===== src/rtl/booth_pkg.sv =====
package booth_pkg;

  typedef struct packed {
    logic one;
    logic two;
    logic neg;
  } booth_sel_t;

  // Recode a window {b(2i+1), b(2i), b(2i-1)} into select lines
  function automatic booth_sel_t booth_decode(input logic [2:0] win);
    booth_sel_t s;
    s.one = win[1] ^ win[0];
    s.two = (win[2] & ~win[1] & ~win[0]) | (~win[2] & win[1] & win[0]);
    s.neg = win[2] & ~(win[1] & win[0]);
    return s;
  endfunction

  function automatic logic xor3(input logic a, input logic b, input logic c);
    return a ^ b ^ c;
  endfunction

  function automatic logic maj3(input logic a, input logic b, input logic c);
    return (a & b) | (a & c) | (b & c);
  endfunction

endpackage


===== src/rtl/booth_enc.sv =====
module booth_enc
  import booth_pkg::*;
(
  input  logic [2:0]  win,
  output booth_sel_t  sel
);
  assign sel = booth_decode(win);
endmodule


===== src/rtl/booth_row.sv =====
module booth_row
  import booth_pkg::*;
#(
  parameter int N   = 8,
  parameter int OFS = 0
) (
  input  logic [N-1:0]   mcand,
  input  booth_sel_t     sel,
  output logic [2*N-1:0] row_bits
);
  localparam int W = 2 * N;

  logic [N:0] mult;
  logic [N:0] pp;

  always_comb begin
    if (sel.one)      mult = {mcand[N-1], mcand};
    else if (sel.two) mult = {mcand, 1'b0};
    else              mult = '0;
    pp = mult ^ {(N+1){sel.neg}};
  end

  // Sign bit inverted; the constant row restores the true value
  assign row_bits = W'({{(W-N-1){1'b0}}, ~pp[N], pp[N-1:0]} << OFS);
endmodule


===== src/rtl/booth_csa_array.sv =====
module booth_csa_array
  import booth_pkg::*;
#(
  parameter int W = 16,
  parameter int R = 5
) (
  input  logic [R-1:0][W-1:0] rows,
  output logic [W-1:0]        sum_o,
  output logic [W-1:0]        carry_o
);
  localparam int STAGES = R - 1;

  logic [STAGES-1:0][W-1:0] s_st;
  logic [STAGES-1:0][W-1:0] c_st;

  assign s_st[0] = rows[0];
  assign c_st[0] = rows[1];

  for (genvar k = 1; k < STAGES; k++) begin : g_stage
    for (genvar b = 0; b < W; b++) begin : g_bit
      assign s_st[k][b] = xor3(s_st[k-1][b], c_st[k-1][b], rows[k+1][b]);
      if (b < W - 1) begin : g_cy
        assign c_st[k][b+1] = maj3(s_st[k-1][b], c_st[k-1][b], rows[k+1][b]);
      end
    end
    assign c_st[k][0] = 1'b0;
  end

  assign sum_o   = s_st[STAGES-1];
  assign carry_o = c_st[STAGES-1];
endmodule


===== src/rtl/booth_cpa.sv =====
module booth_cpa
  import booth_pkg::*;
#(
  parameter int W = 16
) (
  input  logic [W-1:0] a,
  input  logic [W-1:0] b,
  output logic [W-1:0] s
);
  logic [W-1:0] cy;

  assign cy[0] = 1'b0;
  for (genvar i = 0; i < W; i++) begin : g_bit
    assign s[i] = xor3(a[i], b[i], cy[i]);
    if (i < W - 1) begin : g_cy
      assign cy[i+1] = maj3(a[i], b[i], cy[i]);
    end
  end
endmodule


===== src/rtl/booth_mul.sv =====
module booth_mul
  import booth_pkg::*;
#(
  parameter int N = 8
) (
  input  logic [N-1:0]   mcand,
  input  logic [N-1:0]   mplier,
  output logic [2*N-1:0] product
);
  localparam int W = 2 * N;
  localparam int M = N / 2;
  localparam int R = M + 1;

  function automatic logic [W-1:0] sext_const();
    logic [W-1:0] acc;
    acc = '0;
    for (int i = 0; i < M; i++) acc = acc - (W'(1) << (N + 2 * i));
    return acc;
  endfunction

  localparam logic [W-1:0] SEXT_K = sext_const();

  logic [N:0]          mp_ext;
  logic [M-1:0]        sel_one;
  logic [M-1:0]        sel_two;
  logic [M-1:0]        sel_neg;
  logic [W-1:0]        neg_cols;
  logic [R-1:0][W-1:0] rows;
  logic [W-1:0]        red_sum;
  logic [W-1:0]        red_carry;

  assign mp_ext = {mplier, 1'b0};

  for (genvar i = 0; i < M; i++) begin : g_row
    booth_sel_t sel;
    booth_enc u_enc (
      .win (mp_ext[2*i+2 -: 3]),
      .sel (sel)
    );
    booth_row #(.N(N), .OFS(2*i)) u_row (
      .mcand    (mcand),
      .sel      (sel),
      .row_bits (rows[i])
    );
    assign sel_one[i] = sel.one;
    assign sel_two[i] = sel.two;
    assign sel_neg[i] = sel.neg;
  end

  always_comb begin
    neg_cols = '0;
    for (int i = 0; i < M; i++) neg_cols[2*i] = sel_neg[i];
  end

  // Constant occupies columns >= N, negation ones columns < N
  assign rows[M] = SEXT_K | neg_cols;

  booth_csa_array #(.W(W), .R(R)) u_csa (
    .rows    (rows),
    .sum_o   (red_sum),
    .carry_o (red_carry)
  );

  booth_cpa #(.W(W)) u_cpa (
    .a (red_sum),
    .b (red_carry),
    .s (product)
  );
endmodule


===== config.mk =====
export PLATFORM = sky130hd
export DESIGN_NAME = booth_mul
export DESIGN_NICKNAME = d
export VERILOG_FILES = /design/src/rtl/booth_pkg.sv /design/src/rtl/booth_enc.sv /design/src/rtl/booth_row.sv /design/src/rtl/booth_csa_array.sv /design/src/rtl/booth_cpa.sv /design/src/rtl/booth_mul.sv
export SDC_FILE = /design/constraint.sdc
export NUM_CORES = 1
export LEC_CHECK = 0
export ABC_CLOCK_PERIOD_IN_PS = 9200
export BUFFER_PORTS_ARGS = -buffer_cell sky130_fd_sc_hd__buf_2
export CAP_MARGIN = 25
export CORE_MARGIN = 5
export CORE_UTILIZATION = 40
export DETAILED_ROUTE_END_ITERATION = 10
export PLACE_DENSITY = 0.67
export SETUP_SLACK_MARGIN = 0.15
export SLEW_MARGIN = 20
export SYNTH_ARGS = -nofsm -noshare
export SYNTH_HDL_FRONTEND = slang
export SYNTH_SLANG_ARGS = --single-unit

===== constraint.sdc =====
create_clock -name vclk -period 9.2
set_clock_uncertainty 0.05 [all_clocks]
set_input_delay 1.38 -clock vclk [all_inputs]
set_output_delay 1.38 -clock vclk [all_outputs]
set_load 0.02 [all_outputs]

==> results.sh, run 1 <==
export IMPL_status="complete, no violations"
export IMPL_proportion_of_power_drawn_by_the_clock_network=0
export IMPL_num_rows=25
export IMPL_via_per_inst=4.822
export IMPL_synth_nets=278
export IMPL_worst_pin_slew_ps=497.4
export IMPL_floorplan_core_area_um2=4755
export IMPL_post_route_min_period_ps=8912
export IMPL_post_cts_buffers=0
export IMPL_grt_pass1_vias=1539
export IMPL_synthCells=214
export IMPL_grt_antenna_before_repair=0
export IMPL_timing_max_cap_violations=0
export IMPL_crit_fanout=2
export IMPL_cellPowerDensity_nw_per_um2=269.4
export IMPL_synth_cell_types=24
export IMPL_psw_uw=375.0
export IMPL_dieArea_um2=6459
export IMPL_drt_iter0_markers=63
export IMPL_vdd_ir_drop_worst_mv=0.1930
export IMPL_worst_hold_path_type="primary input to output port"
export IMPL_setup_viol=0
export IMPL_via_count=1490
export IMPL_die_x_um=80.37
export IMPL_static_leakage_power_uw=0.001074
export IMPL_crit_slowest_cell="fa_1"
export IMPL_hold_violations=0
export IMPL_post_place_cells=309
export IMPL_synth_warning_count=0
export IMPL_worst_path_most_repeated_cell="fa_2"
export IMPL_detail_route_first_pass_iterations=4
export IMPL_finish_cell_count_without_fillers=309
export IMPL_grt_usage=0.1280
export IMPL_max_clock_freq_mhz=112.2
export IMPL_finalWeightedCongestion=0.8319
export IMPL_seqPwrFrac=0
export IMPL_worstSetupStartpointType="primary input"
export IMPL_slew_headroom=0.6670
export IMPL_grt_max_degree=17
export IMPL_io_buffers=32
export IMPL_cp_arrival_ps=7480
export IMPL_initial_utilization=0.4166
export IMPL_i_o_pins=32
export IMPL_avgRoutedWirePerCell_um=12.30
export IMPL_yosysSeqAreaShare=0
export IMPL_total_power_uw=619.6
export IMPL_slew_viol_final=0
export IMPL_seqCellArea_um2=0
export IMPL_nFillCells=468
export IMPL_post_synth_instance_area_um2=1981
export IMPL_ffs_latches=0
export IMPL_ant_nets=0
export IMPL_die_y_um=80.37
export IMPL_grt_setup_unrepaired="yes"
export IMPL_grt_total_ovfl=0
export IMPL_fin_ws_ps=287.9
export IMPL_clock_buffers=0
export IMPL_comb_power_share=1.000
export IMPL_num_antenna_cells=0
export IMPL_path_class="primary input to output port"
export IMPL_dpl_worst_slack_ps=-113.3
export IMPL_dp_hpwl_um=3379
export IMPL_post_cts_hold_buffer_count=0
export IMPL_power_report_internal_total_uw=244.5
export IMPL_grt_pass1_wl_um=6865
export IMPL_drive_above_1_share=0.3678
export IMPL_design_final_nets=308
export IMPL_required_ps=7770
export IMPL_postRouteWirelength_um=3800
export IMPL_worstSetupEndpointType="output port"
export IMPL_switching_share=0.6053
export IMPL_area_delta_synth_final_pct=16.11
export IMPL_finalCritPeriodShare=0.9687
export IMPL_synth_area_per_cell_um2=9.255
export IMPL_worst_path_largest_cell_delay_ps=490
export IMPL_route_detailed_drc=0
cell type report:
class,count,area (um^2),share of cell area
timing repair buffer,48,294.0,0.1279
tap,67,83.83,0.03645
inverter,37,138.9,0.06039
multi-input combinational,157,1783,0.7753
routing by layer:
layer,vias to the layer above,GRT usage,share of wire
li1,767,-,-
met1,703,0.1757,0.46
met2,20,0.2351,0.50
met3,0,0.004484,0.039
met4,0,0.001689,0
met5,-,0,0
worst max-delay path, delay by kind of cell:
family	cells	cell delay [ps]
xor gates and xnor gates	1	110
muxes	1	310
AOI/OAI and AO/OA	1	70
buffers and inverters	8	560
adders and majority gates	15	5040
cells in the mapped netlist, drive strengths merged:
master   n  area, um^2
xnor2   25       219.0
clkinv   1       3.750
nand2   10       37.54
nand3    1       5.000
xor2    10       87.58
clkbuf   5       18.77
o21ai    1       5.000
o31ai   30       240.2
nor3     1       5.000
nor3b    3       43.79
fa      24       480.5
buf     15       112.6
mux2    21       236.5
a21oi    1       5.000
nor2b    3       18.77
ha      24       300.3
inv     36       135.1
and3b    3       26.28
logic make-up (layout without fill, tap and decap cells):
logic type,count (synthesis),after routing,synth area share
buf+inv,57,85,0.1364
fa+ha+maj,48,48,0.3942
xor+xnor,35,35,0.1548
compound gates,32,32,0.1263
mux,21,21,0.1194
simple gates,21,21,0.06886
path summary, 6_finish.rpt:
path / from / endpoint / slack, ps / cells past startpoint
worst min-delay path: mcand[0] / product[0] / 3280 / 5
worst max-delay path: mplier[2] / product[14] / 290 / 26
placed cells by master, fill, tap and decap left out:
master / n
ha_4: 2
and3b_1: 3
xnor2_1: 24
o21ai_0: 1
nand3_1: 1
inv_2: 3
fa_2: 8
buf_4: 14
a21oi_1: 1
mux2_1: 2
ha_1: 21
clkinv_1: 1
ha_2: 1
nor3_1: 1
o31ai_1: 26
mux2_2: 18
mux2_4: 1
xor2_1: 10
inv_1: 33
nor2b_1: 3
buf_2: 31
xnor2_2: 1
nand2_1: 10
nor3b_4: 1
fa_1: 16
o31ai_4: 1
o31ai_2: 3
buf_6: 3
nor3b_2: 2
power groups by stage:
stage	sequential, uW	clock [uW]	combinational [uW]
finish	0	0	620
global route	0	0	716
CTS	0	0	646
detailed placement	0	0	625
global placement	0	0	615
floorplan	0	0	518
timing repair:
| item | CTS | global route |
|---|---|---|
| resized for setup | 13 | 1 |
| pin swaps | 15 | 10 |
| setup endpoints to repair | 1 | 1 |
through the flow:
step	cell area [um^2]	hold WS, ps	utilization	setup TNS (ps)
after floorplan	2009	2976	-	0
after global placement	2242	3270	0.4716	-36.90
after detailed placement	2242	3280	0.4716	-113.3
after CTS	2296	3282	0.4829	0
after global routing	2300	3319	0.4837	0
final	2300	3283	0.4837	0
Note: power is estimated with default switching activity, not from simulation.
==> run 2, diff against run 1 <==
RECOVER_POWER = 100   (was not set)
==> run 2 against run 1 <==
  * Maximum frequency about the same
  * Critical path depth stayed put
  * Core utilization shrank 0.39 points
  * Sequential share of layout area unchanged
  * Combinational power is 3.4% lower
  * Global-route usage did not move
  * First-iteration DRC count decreased by 13%
  * Critical endpoint unchanged
  * Largest power group unchanged
  * Highest routed layer unchanged
==> results.sh, run 2 (same netlist as run 1, synthesis figures left out) <==
export IMPL_cpLargestDelayFamily="adder cells"
export IMPL_placed_cell_area_um2=2242
export IMPL_mostFrequentLayoutCells="inv_1 (33), o31ai_1 (26), xnor2_1 (24)"
export IMPL_crit_fanout=2
export IMPL_worstSetupEndpointType="output port"
export IMPL_ant_nets=0
export IMPL_via_per_inst=4.806
export IMPL_worstSetupStartpointType="primary input"
export IMPL_layout_cell_area_excl_fill_um2=2281
export IMPL_total_power_uw=598.9
export IMPL_static_leakage_power_uw=0.001037
export IMPL_worst_pin_slew_ps=497.7
export IMPL_cellPowerDensity_nw_per_um2=262.6
export IMPL_clock_buffers=0
export IMPL_drive_above_1_share=0.3140
export IMPL_path_class="primary input to output port"
export IMPL_finalCritPeriodShare=0.9688
export IMPL_worst_hold_path_type="primary input to output port"
export IMPL_setup_viol=0
export IMPL_grt_setup_unrepaired="yes"
export IMPL_avgRoutedWirePerCell_um=12.29
export IMPL_timing_max_cap_violations=0
export IMPL_postRouteWirelength_um=3799
export IMPL_required_ps=7770
export IMPL_floorplan_core_area_um2=4755
export IMPL_worst_hold_path_endpoint="product[0]"
export IMPL_grt_antenna_before_repair=0
export IMPL_grt_pass1_vias=1539
export IMPL_finish_cell_count_without_fillers=309
export IMPL_i_o_pins=32
export IMPL_io_buffers=32
export IMPL_finalWeightedCongestion=0.8319
export IMPL_detailroute_wirelength_met2_um=1911
export IMPL_grt_usage=0.1280
export IMPL_cp_arrival_ps=7480
export IMPL_post_place_cells=309
export IMPL_post_cts_buffers=0
export IMPL_area_delta_synth_final_pct=15.16
export IMPL_vdd_ir_drop_worst_mv=0.1958
export IMPL_max_clock_freq_mhz=112.2
export IMPL_timing_hold_worst_path_depth=5
export IMPL_top_layer_used="met3"
export IMPL_slew_headroom=0.6668
export IMPL_hold_violations=0
export IMPL_grt_pass1_wl_um=6865
export IMPL_whs_ps=3300
export IMPL_crit_slowest_cell="fa_1"
export IMPL_worst_path_largest_cell_delay_ps=490
export IMPL_grt_max_degree=17
export IMPL_detail_route_first_pass_iterations=4
export IMPL_seqCellArea_um2=0
export IMPL_dr_wl_met3_um=112
export IMPL_num_antenna_cells=0
export IMPL_dpl_worst_slack_ps=-113.3
export IMPL_grt_total_ovfl=0
export IMPL_layout_commonest_cell="inv_1"
export IMPL_via_count=1485
export IMPL_initial_utilization=0.4166
export IMPL_post_route_min_period_ps=8913
export IMPL_design_final_nets=308
export IMPL_ffs_latches=0
export IMPL_route_detailed_drc=0
export IMPL_route_layer_met1_wl_um=1775
export IMPL_holdCritStartpoint="mcand[0]"
export IMPL_num_rows=25
export IMPL_worst_path_most_repeated_cell="fa_2"
export IMPL_die_x_um=80.37
export IMPL_die_y_um=80.37
export IMPL_status="complete, no violations"
export IMPL_post_cts_hold_buffer_count=0
export IMPL_bufs_and_invs_on_worst_path=8
export IMPL_slew_viol_final=0
export IMPL_dieArea_um2=6459
export IMPL_drt_iter0_markers=55
export IMPL_fin_ws_ps=286.8
export IMPL_dp_hpwl_um=3379
==> run 2: area by class of cell <==
class / instances / area [um^2]
well taps: 67 / 83.83
multi-input cells: 157 / 1783
repair buffers: 48 / 275.3
fillers: 470 / 2474
inverters: 37 / 138.9
==> run 2: power breakdown <==
| group | switching, uW | internal (uW) |
|---|---|---|
| sequential | 0 | 0 |
| clock | 0 | 0 |
| combinational | 380 | 219 |
==> run 2: timing repair <==
action | 4_1_cts | 5_1_grt
hold endpoints to repair | 0 | 0
gates resized for setup | 13 | 1
pin swaps | 15 | 10
endpoints found under the setup margin | 1 | 1
==> run 2: worst max path at each step <==
stage	startpoint	end	slack [ps]	depth (start not counted)
finish	mplier[2]	product[14]	290	26
global route	mplier[1]	product[14]	40	27
CTS	mplier[2]	product[14]	170	26
detailed placement	mplier[1]	product[14]	-110	26
global placement	mplier[1]	product[14]	-40	26
floorplan	mplier[1]	product[14]	160	25
==> run 2: per-stage QoR <==
step             util  setup TNS [ps]
6_report       0.4797               0
3_3_place_gp   0.4716          -36.90
2_1_floorplan       -               0
4_1_cts        0.4829               0
3_5_place_dp   0.4716          -113.3
5_1_grt        0.4797               0
==> run 2: layer usage <==
metal  global-route usage  up-vias
met5                    0        -
met4             0.001689        0
met3             0.004484        0
met2               0.2351       20
met1               0.1757      700
li1                     -      765
==> run 3, diff against run 2 <==
ABC_CLOCK_PERIOD_IN_PS = 9100   (was 9200)
BUFFER_PORTS_ARGS = -buffer_cell sky130_fd_sc_hd__clkbuf_2   (was -buffer_cell sky130_fd_sc_hd__buf_2)
PLACE_DENSITY = 0.63   (was 0.67)
SYNTH_HIERARCHICAL = 1   (was not set)
clock period = 9.1 ns   (was 9.2 ns; I/O delays follow)
==> run 3 against run 2 <==
  * The flow now finishes with violations (negative setup slack)
  * Via count rose by 55%
  * Sequential share of layout area stayed put
  * Die area increased by 51%
  * Hold slack better by 380 ps
  * Clock-buffer cell count unchanged
  * Final cell count rose by 48%
  * Non-clock buffer count increased by 14
  * Critical endpoint is now product[15]
  * Largest power group unchanged
==> results.sh, run 3 <==
export IMPL_fin_setup_tns_ps=-1726
export IMPL_die_x_um=98.61
export IMPL_grt_total_ovfl=0
export IMPL_failed_checks="negative setup slack"
export IMPL_via_per_inst=5.044
export IMPL_fin_ws_ps=-767.2
export IMPL_crit_fanout=5
export IMPL_grt_pass1_vias=2204
export IMPL_timing_max_cap_violations=0
export IMPL_final_core_util=0.4603
export IMPL_synth_top_area_share=0.3633
export IMPL_max_clock_freq_mhz=101.3
export IMPL_finalWeightedCongestion=0.8001
export IMPL_worst_hold_path_type="primary input to output port"
export IMPL_cellPowerDensity_nw_per_um2=272.8
export IMPL_setup_viol=3
export IMPL_route_detailed_drc=0
export IMPL_i_o_pins=32
export IMPL_synthCells=309
export IMPL_synthDominantAreaCellType="fa_1"
export IMPL_nFillCells=769
export IMPL_status="complete, but fails checks"
export IMPL_worstSetupStartpointType="primary input"
export IMPL_seqCellArea_um2=0
export IMPL_slew_viol_final=0
export IMPL_avgRoutedWirePerCell_um=13.20
export IMPL_static_leakage_power_uw=0.001534
export IMPL_synth_warning_count=6
export IMPL_whs_ps=3678
export IMPL_dp_hpwl_um=5058
export IMPL_ffs_latches=0
export IMPL_hold_violations=0
export IMPL_finalCritPeriodShare=1.084
export IMPL_synth_most_common_cell="fa_1"
export IMPL_synth_cell_types=21
export IMPL_postRouteWirelength_um=6034
export IMPL_drive_above_1_share=0.3070
export IMPL_design_final_nets=437
export IMPL_synth_common_cells="fa_1 (57), buf_4 (37)"
export IMPL_post_cts_hold_buffer_count=0
export IMPL_synth_area_leaders="fa_1 (36%), a211oi_2 (11%), and4b_1 (8.9%), buf_4 (8.8%), nand3b_1 (6.7%)"
export IMPL_num_rows=32
export IMPL_grt_setup_unrepaired="yes"
export IMPL_die_y_um=98.61
export IMPL_drt_iter0_markers=124
export IMPL_vdd_ir_drop_worst_mv=0.3413
export IMPL_path_class="primary input to output port"
export IMPL_post_synth_instance_area_um2=3141
export IMPL_dieArea_um2=9723
export IMPL_worstSetupEndpointType="output port"
export IMPL_mostFrequentLayoutCells="conb_1 (44), fa_1 (44), buf_4 (30)"
export IMPL_grt_antenna_before_repair=0
export IMPL_io_buffers=32
export IMPL_ant_nets=0
export IMPL_detail_route_first_pass_iterations=4
export IMPL_grt_max_degree=30
export IMPL_floorplan_core_area_um2=7687
export IMPL_grt_usage=0.1249
export IMPL_yosysSeqAreaShare=0
export IMPL_area_delta_synth_final_pct=12.67
export IMPL_via_count=2305
export IMPL_required_ps=7690
export IMPL_synth_area_per_cell_um2=10.16
export IMPL_post_route_min_period_ps=9867
export IMPL_initial_utilization=0.4085
export IMPL_grt_pass1_wl_um=10460
export IMPL_cp_arrival_ps=8450
export IMPL_clock_buffers=0
export IMPL_num_antenna_cells=0
run 3: cell count changes in the layout (fill, tap and decap cells not counted), sizes merged, moves of 19 or more:
cell / before / now
fa: 24 / 57
and3: 0 / 28
a211oi: 0 / 28
inv: 36 / 8
o31ai: 30 / 0
mux2: 21 / 0
a21oi: 1 / 28
conb: 0 / 44
xnor2: 25 / 6
and4b: 0 / 28
nand3b: 0 / 28
run 3: kinds of logic after synthesis:
kind of cell | Yosys count | share of synthesized area
other | 7 | 0.008368
AND/OR/NAND/NOR | 100 | 0.2438
XOR/XNOR | 13 | 0.04980
buffers and inverters | 61 | 0.1235
adder cells (fa/ha/maj) | 64 | 0.3912
AO/OA/AOI/OAI | 64 | 0.1833
run 3: final cells by class:
class	instances	area, um^2	share of cell area
multi-input cells	285	2958	0.8359
repair buffers	62	422.9	0.1195
well taps	102	127.6	0.03607
inverters	8	30.03	0.008487
run 3: routing by layer:
metal  wire length (um)  GRT usage  up-vias
li1                   -          -     1128
met1               2663     0.1733     1148
met2               3241     0.2324       29
met3                129   0.002831        0
met4                  0          0        0
met5                  0          0        -
run 3: power breakdown:
part           switching (uW)  internal [uW]
registers                   0              0
clock network               0              0
logic                     539            426
run 3: repair_timing:
action / CTS / global route
pin swaps: 5 / 2
resized for setup: 9 / 5
endpoints found under the setup margin: 4 / 5
setup buffers: 1 / 0
run 3: path summary, 6_finish.rpt:
kind,slack (ps),end,from,cells past startpoint
max,-770,product[15],mplier[0],23
min,3680,product[0],mplier[1],6
run 3: worst max-delay path: stages:
cell	delay [ps]
buf_8	100
nand2b_4	130
o22ai_4	180
nand3b_1	120
a211oi_2	240
fa_1	460
fa_1	460
fa_1	470
fa_2	380
fa_2	350
fa_2	340
fa_2	340
fa_2	340
fa_2	340
fa_2	340
fa_2	340
fa_2	340
fa_2	340
fa_2	340
fa_2	340
fa_2	340
xor3_2	320
buf_8	110
run 3: stage by stage:
step                      cells  power, uW  instance area (um^2)  setup slack, ps
final                       457      965.1                  3538           -767.2
after global routing        457       1084                  3538           -993.9
after CTS                   457      990.2                  3550           -885.3
after detailed placement    456      914.6                  3498           -934.6
after global placement      456      903.2                  3498           -878.5
after floorplan             346      784.4                  3367           -656.3
